[src/rtl/tsi_cpu_pkg.sv]
package tsi_cpu_pkg;
    typedef enum logic [1:0] {
        MS_NONE = 2'b00,
        MS_DM   = 2'b01,
        MS_CML  = 2'b10,
        MS_CMH  = 2'b11
    } msel_e;

    typedef enum logic [1:0] {
        ST_IDLE,
        ST_WAIT,
        ST_RDATA,
        ST_DONE
    } state_e;

    typedef enum logic [1:0] {
        TG_NONE,
        TG_CREG,
        TG_MEM
    } tgt_e;

    localparam int CR_SPLIT   = 7;
    localparam int CR_PE      = 6;
    localparam int CR_RSVD    = 5;
    localparam int CR_MSEL_LO = 3;
endpackage

[src/rtl/tsi_cpu_ctrl.sv]
module tsi_cpu_ctrl #(
    parameter int DW   = 8,
    parameter int ST_W = 3
) (
    input  logic            clk,
    input  logic            rst_n,
    input  logic            wr_en,
    input  logic [DW-1:0]   wdata,
    output logic [DW-1:0]   rd_val,
    output logic            split,
    output logic            pe,
    output logic [1:0]      msel,
    output logic [ST_W-1:0] stream
);
    import tsi_cpu_pkg::*;

    localparam logic [DW-1:0] RD_MASK = ~(DW'(1) << CR_RSVD);

    logic [DW-1:0] ctrl_d, ctrl_q;

    always_comb begin
        ctrl_d = ctrl_q;
        if (wr_en) ctrl_d = wdata;
    end

    always_ff @(posedge clk or negedge rst_n) begin
        if (!rst_n) ctrl_q <= '0;
        else        ctrl_q <= ctrl_d;
    end

    assign rd_val = ctrl_q & RD_MASK;
    assign split  = ctrl_q[CR_SPLIT];
    assign pe     = ctrl_q[CR_PE];
    assign msel   = ctrl_q[CR_MSEL_LO +: 2];
    assign stream = ctrl_q[ST_W-1:0];
endmodule

[src/rtl/tsi_cpu_decode.sv]
module tsi_cpu_decode (
    input  logic                  win,
    input  logic [1:0]            lo,
    input  logic                  rd,
    input  logic                  split,
    input  logic [1:0]            msel,
    output tsi_cpu_pkg::tgt_e     tgt,
    output logic [1:0]            sel,
    output logic                  we
);
    import tsi_cpu_pkg::*;

    always_comb begin
        tgt = TG_NONE;
        sel = MS_NONE;
        we  = 1'b0;
        if (!win) begin
            tgt = (lo == 2'b00) ? TG_CREG : TG_NONE;
        end else if (split) begin
            tgt = TG_MEM;
            sel = rd ? MS_DM : MS_CML;
            we  = !rd;
        end else begin
            case (msel)
                MS_DM: begin
                    if (rd) begin
                        tgt = TG_MEM;
                        sel = MS_DM;
                    end
                end
                MS_CML, MS_CMH: begin
                    tgt = TG_MEM;
                    sel = msel;
                    we  = !rd;
                end
                default: tgt = TG_NONE;
            endcase
        end
    end
endmodule

[src/rtl/tsi_cpu_port.sv]
module tsi_cpu_port #(
    parameter int DW   = 8,
    parameter int ST_W = 3,
    parameter int CH_W = 5,
    localparam int AW  = CH_W + 1,
    localparam int MAW = ST_W + CH_W
) (
    input  logic           clk,
    input  logic           rst_n,
    input  logic           cs_n,
    input  logic           ds_n,
    input  logic           rd_wr,
    input  logic [AW-1:0]  addr,
    input  logic [DW-1:0]  wdata,
    output logic [DW-1:0]  rdata,
    output logic           ack,
    input  logic           tdm_busy,
    output logic           mem_req,
    output logic           mem_we,
    output logic [1:0]     mem_sel,
    output logic [MAW-1:0] mem_addr,
    output logic [DW-1:0]  mem_wdata,
    input  logic [DW-1:0]  mem_rdata,
    output logic           proc_en
);
    import tsi_cpu_pkg::*;

    typedef struct packed {
        state_e         state;
        logic [1:0]     sel;
        logic           we;
        logic [MAW-1:0] maddr;
        logic [DW-1:0]  wd;
        logic [DW-1:0]  rd;
    } regs_t;

    regs_t r_d, r_q;

    logic            creg_we;
    logic [DW-1:0]   creg_val;
    logic            split;
    logic [1:0]      msel;
    logic [ST_W-1:0] stream;
    tgt_e            tgt;
    logic [1:0]      dec_sel;
    logic            dec_we;
    logic            strobe;

    assign strobe = !cs_n && !ds_n;

    tsi_cpu_ctrl #(.DW(DW), .ST_W(ST_W)) u_ctrl (
        .clk    (clk),
        .rst_n  (rst_n),
        .wr_en  (creg_we),
        .wdata  (wdata),
        .rd_val (creg_val),
        .split  (split),
        .pe     (proc_en),
        .msel   (msel),
        .stream (stream)
    );

    tsi_cpu_decode u_dec (
        .win   (addr[AW-1]),
        .lo    (addr[1:0]),
        .rd    (rd_wr),
        .split (split),
        .msel  (msel),
        .tgt   (tgt),
        .sel   (dec_sel),
        .we    (dec_we)
    );

    always_comb begin
        r_d     = r_q;
        creg_we = 1'b0;
        case (r_q.state)
            ST_IDLE: begin
                if (strobe) begin
                    case (tgt)
                        TG_CREG: begin
                            creg_we = !rd_wr;
                            r_d.rd  = rd_wr ? creg_val : '0;
                            r_d.state = ST_DONE;
                        end
                        TG_MEM: begin
                            r_d.sel   = dec_sel;
                            r_d.we    = dec_we;
                            r_d.maddr = {stream, addr[CH_W-1:0]};
                            r_d.wd    = wdata;
                            r_d.rd    = '0;
                            r_d.state = ST_WAIT;
                        end
                        default: begin
                            r_d.rd    = '0;
                            r_d.state = ST_DONE;
                        end
                    endcase
                end
            end
            ST_WAIT: begin
                if (!tdm_busy) r_d.state = r_q.we ? ST_DONE : ST_RDATA;
            end
            ST_RDATA: begin
                r_d.rd    = mem_rdata;
                r_d.state = ST_DONE;
            end
            default: begin
                if (!strobe) r_d.state = ST_IDLE;
            end
        endcase
    end

    always_ff @(posedge clk or negedge rst_n) begin
        if (!rst_n) begin
            r_q <= '{state: ST_IDLE, sel: MS_NONE, we: 1'b0,
                     maddr: '0, wd: '0, rd: '0};
        end else begin
            r_q <= r_d;
        end
    end

    assign ack       = (r_q.state == ST_DONE);
    assign mem_req   = (r_q.state == ST_WAIT);
    assign mem_we    = r_q.we;
    assign mem_sel   = r_q.sel;
    assign mem_addr  = r_q.maddr;
    assign mem_wdata = r_q.wd;
    assign rdata     = r_q.rd;
endmodule

[config.mk]
export PLATFORM = sky130hd
export DESIGN_NAME = tsi_cpu_port
export DESIGN_NICKNAME = d
export VERILOG_FILES = /design/src/rtl/tsi_cpu_pkg.sv /design/src/rtl/tsi_cpu_ctrl.sv /design/src/rtl/tsi_cpu_decode.sv /design/src/rtl/tsi_cpu_port.sv
export SDC_FILE = /design/constraint.sdc
export NUM_CORES = 1
export LEC_CHECK = 0
export BUFFER_PORTS_ARGS = -buffer_cell sky130_fd_sc_hd__buf_2
export CAP_MARGIN = 20
export CORE_MARGIN = 8
export CORE_UTILIZATION = 54
export DETAILED_ROUTE_END_ITERATION = 16
export GPL_TIMING_DRIVEN = 0
export PLACE_DENSITY = 0.83
export SLEW_MARGIN = 25
export SYNTH_ARGS = -nofsm -noshare
export SYNTH_HDL_FRONTEND = slang
export SYNTH_SLANG_ARGS = --single-unit
[constraint.sdc]
create_clock -name clk -period 2.8 [get_ports clk]
set_input_delay 0.28 -clock clk [delete_from_list [all_inputs] [get_ports clk]]
set_output_delay 0.28 -clock clk [all_outputs]
set_load 0.01 [all_outputs]
==> Word level (Yosys, flattened, before mapping) <==
Cells that the tools add are included.
{ "word_totals": {"register_bits": 37, "in_bits": 28, "out_inout_bits": 30, "elab_cells": 55} }
{ "op_classes": {"eq_ne": 11, "mux": 26, "reduce_logical": 11} }
{ "ops": {"columns": ["operator", "count"], "rows": [
  ["$mux W29", 1],
  ["$mux W19", 1],
  ["$mux W2", 9],
  ["$mux W8", 2],
  ["$pmux W8 S2", 1],
  ["$eq A2 B2 Y1 const B", 5],
  ["$mux W1", 9],
  ["$pmux W2 S2", 2],
  ["$eq A2 B1 Y1 const B", 3],
  ["$pmux W2 S3", 1],
  ["$reduce_and A3 Y1", 2],
  ["$logic_not A2 Y1", 2],
  ["$ne A2 B2 Y1 const B", 2],
  ["$ne A4 B2 Y1 const B", 1],
  ["$logic_not A1 Y1", 3],
  ["$reduce_and A2 Y1", 1],
  ["$reduce_bool A2 Y1", 1],
  ["$reduce_or A2 Y1", 1],
  ["$logic_and A1 B1 Y1", 1]
]} }

==> Logic depth before layout (Yosys ltp) <==
{ "logic_depth": {"word_depth": 9, "depth_mapped": 7, "depth_no_buf": 5} }

==> By module <==
From an unflattened synthesis, not the netlist that was laid out.
{ "unflattened": {"cells_unflattened": 163, "hier_area_um2": 2009.4} }
{ "modules_own_cells": {"columns": ["module", "instances", "cells_per_inst", "area_per_inst_um2", "seq_area_each_um2"], "rows": [
  ["tsi_cpu_port", 1, 131, 1604.0, 725.7],
  ["tsi_cpu_ctrl", 1, 24, 355.3, 175.2],
  ["tsi_cpu_decode", 1, 8, 50.0, 0.0]
]} }

==> Least setup slack after synthesis <==
OpenSTA, ideal clock, no wires.
{ "synth_path": {"kind": "reg2reg", "startpoint": "reg r_q[27] in the netlist's numbering", "endpoint": "reg r_q[27] in the netlist's numbering", "setup_ns": 0.128, "arrival_time_ns": 1.677, "required_time_ns": 2.672, "path_slack_ns": 0.995, "path_stages_with_launch": 6, "path_buffers": 0, "synth_period_minus_slack_ns": 1.805, "cell_sequence": "dfrtp_1 inv_1 ha_1 or4_1 o211ai_2 mux2_1"} }
{ "synth_between": {"elab_chain_len": 3, "elab_cells_between_ends": 8, "classes_between": "eq/ne (5); mux (1); reduce/logical (2)"} }
{ "synth_rtl": {"columns": ["item", "line_no", "source"], "rows": [
  ["start: declaration", "tsi_cpu_port.sv:37", "regs_t r_d, r_q;"],
  ["start signal: assignment", "tsi_cpu_port.sv:116", "r_q <= '{state: ST_IDLE, sel: MS_NONE, we: 1'b0,"],
  ["start signal: assignment", "tsi_cpu_port.sv:119", "r_q <= r_d;"],
  ["$eq A2 B1 Y1 (tied with other cells)", "tsi_cpu_port.sv:77", "case (r_q.state)"],
  ["$ne A4 B2 Y1 (no line) or $ne A2 B2 Y1 (tied branches)", null, null],
  ["$reduce_and A3 Y1 (no line)", null, null]
]} }
Several ways; a longest one is shown, not always the timed one.
A chain may end at the register's enable or synchronous reset.

==> Final worst setup path <==
{ "layout_path": {"startpoint": "reg r_q[28] in the netlist's numbering", "endpoint": "reg r_q (netlist bit mem_addr[5])"} }
{ "layout_between": {"elab_chain_len": 2} }
{ "layout_rtl": {"columns": ["item", "line_no"], "rows": [
  ["$logic_not A2 Y1", "tsi_cpu_port.sv:77"],
  ["$reduce_and A3 Y1 (no line)", null]
]} }
Every way passes these cells.

==> qor.txt <==
Outcome: completed
Drt drc: 0
Number of global-route vias before repair: 1355
H-tree lvl count: 2
Port-buffer cells: 57
CTS Buf Count: 5
Clock insertion delay at the later pin of the skew report: 330 ps
Max-capacitance violation count: 0
Share of Yosys cell area claimed by the top area cell type: 48.6%
Count of endpoints failing hold in the final timing report: 0
# nets final: 248
Aggregate routed wire length: 3.73 mm
Portion of the post-synthesis area used by sequential elements: 48.6%
Share of post-route cells with drive strength above 1: 57.1%
Wire length of the first global-routing pass: 6.00 mm
GRT Util Overall: 14.3%
Post-synth EDFFs: 0
RSZ-0062 raised after global routing: no
Commonest non-fill, non-tap cell in the layout: sky130_fd_sc_hd__buf_2
Core Util, Final: 68.2%
Die area: 0.00557 mm²
Ant. Diodes: 0
Setup TNS: 0 ps
Post-Syn Area: 0.00186 mm²
Most used cells in the layout excluding fill and tap cells: sky130_fd_sc_hd__buf_2 (57), sky130_fd_sc_hd__dfrtp_1 (36), sky130_fd_sc_hd__buf_4 (27)
Arrival time at the worst endpoint: 2190 ps
Hold-fix buffer count after cts: 0
Count of final setup violators: 0
Crit path kind: reg2reg
Mean Syn Cell Area: 12.2 µm²
Post-CTS setup repair buffer count: 0
Clock Pin Slew Worst Setup and Hold Paths: 110 ps
Max FO, Critical Path: 10
Share of flip-flops with an asynchronous set or reset: 100%
Via count: 1306
Final Hold Slack: 5.87 ps
Total grt overflow: 0
Number of instances in the synthesized netlist: 152
Number of synthesis warnings: 0
Effective utilization at floorplan: 56.0%
Yosys cell types: 37
Instance area after placement: 0.00220 mm²
Clock tree root buffer cell: sky130_fd_sc_hd__clkbuf_4
Initial DRC count: 54
Tot Pwr: 0.00215 W
Top cells by area in the synthesized netlist: sky130_fd_sc_hd__dfrtp_1 (49%), sky130_fd_sc_hd__mux2_2 (14%), sky130_fd_sc_hd__buf_4 (11%)
Peak clock frequency supported by timing: 506 MHz
Max rail drop VDD: 0.474 mV
Syn_nets: 184
Total half-perimeter wirelength after legalization and detailed placement: 2.93 mm
RePlAce Congestion: 0.793
Share of the clock period used by the worst path: 70.6%
Startpoint kind of the worst setup timing path: register
CTS tree: yes
Classification of the worst-slack hold path: in2async
Post-detailed-route via-to-cell ratio: 4.97
Dominant synthesized flop cell: sky130_fd_sc_hd__dfrtp_1
CORE AREA: 0.00331 mm²
Clock Skew: 9.53 ps
Global Route met2 Usage: 22.0%
Die span in y: 74.6 µm
Busiest grt layer: met2
GR Util met1: 17.3%
Actual slew at the worst max-slew pin: 773 ps
Worst Setup End Kind: register
CTS sink cnt: 36
Final standard cell area without fillers: 0.00226 mm²
Max Slew Vio Count: 0
Lkg Pwr: 1.18 nW
Synthesis-to-finish area growth: 21.6%
Buffer levels on the longest clock path: 2
Wire per inst: 14.2 µm
Post-route minimum period: 1980 ps
Cells resized by post-CTS repair: 0
Met3 demand-to-capacity share in global routing: 5.33%
Largest area contributor in the synthesized netlist: sky130_fd_sc_hd__dfrtp_1
Required time of the worst setup path: 3020 ps
Largest net degree at the start of global routing: 37
Power density over the cells: 955 mW/mm²
Length of the first detailed-routing pass in iterations: 4
Remaining antenna violation count: 0
Worst slew slack as a fraction of its limit: 48.5%
Io pins: 58
Die X-Extent: 74.6 µm
Initial antenna violation count: 0
Number of core rows: 21
Yosys reg bits: 36
## power by group
group          internal, W  switching, W
Sequential        0.000711      0.000122
Clock             0.000124      0.000162
Combinational     0.000557      0.000479
Total              0.00139      0.000763
## synth_stat cells (all sizes together) (2+ instances only)
cell type,count
buf,27
nor2,2
nor3,2
o21ai,4
mux2,24
a32oi,7
inv,6
a21oi,15
dfrtp,36
clkbuf,3
or3,2
ha,4
nor4b,2
## registers in the layout, summed over array words and instances, names as in the netlist
name	cells
mem_addr	8
mem_sel	2
mem_wdata	8
mem_we	1
r_q	2
rdata	8
u_ctrl.ctrl_q	7
## cells by family (layout without fill, tap and decap cells)
family | after synthesis | count (layout) | share of synthesized area, %
AO/OA/AOI/OAI | 34 | 34 | 12.6
adder cells (fa/ha/maj) | 4 | 4 | 2.70
buffers and inverters | 36 | 101 | 12.8
flip-flops | 36 | 36 | 48.6
multiplexers | 25 | 25 | 15.1
AND/OR/NAND/NOR | 17 | 17 | 8.23
## final cells by class
class	instances	area, µm²
Fill cell	293	1050
Sequential cell	36	901
Multi-Input combinational cell	80	717
Timing Repair Buffer	57	285
Buffer	30	215
Clock buffer	8	58.8
Tap cell	46	57.6
Inverter	6	22.5
## layer usage
metal  wire length, µm  vias to the layer above
met5                 0                        -
met4                67                        0
met3               310                        6
met2              1760                       38
met1              1600                      608
li1                  -                      654
## metrics by stage
step,instances,setup WS [ps]
2_1_floorplan,152,995
3_3_place_gp,255,874
3_5_place_dp,255,851
4_1_cts,263,824
5_1_grt,263,624
6_report,263,825
## worst max-delay path, stage by stage (launching register included)
cell,delay [ps]
sky130_fd_sc_hd__dfrtp_1,420
sky130_fd_sc_hd__inv_1,110
sky130_fd_sc_hd__ha_1,290
sky130_fd_sc_hd__nand4bb_4,190
sky130_fd_sc_hd__nor2_4,260
sky130_fd_sc_hd__buf_4,240
sky130_fd_sc_hd__mux2_2,350
## final timing paths
path | end | slack (ps) | from | cells past startpoint
worst max-delay path | mem_addr[5]$_DFFE_PN0P_ | 820 | r_q[28]$_DFFE_PN0P_ | 6
worst min-delay path | mem_we$_DFFE_PN0P_ | 6 | rst_n | 1
worst max register to register | mem_addr[5]$_DFFE_PN0P_ | 820 | r_q[28]$_DFFE_PN0P_ | 6
worst min register to register | mem_addr[6]$_DFFE_PN0P_ | 510 | mem_addr[6]$_DFFE_PN0P_ | 1
max in group asynchronous | rdata[6]$_DFFE_PN0P_ | 2300 | rst_n | 1
min in group clk | mem_addr[3]$_DFFE_PN0P_ | 170 | addr[3] | 2
Note: power is estimated with default switching activity, not from simulation.
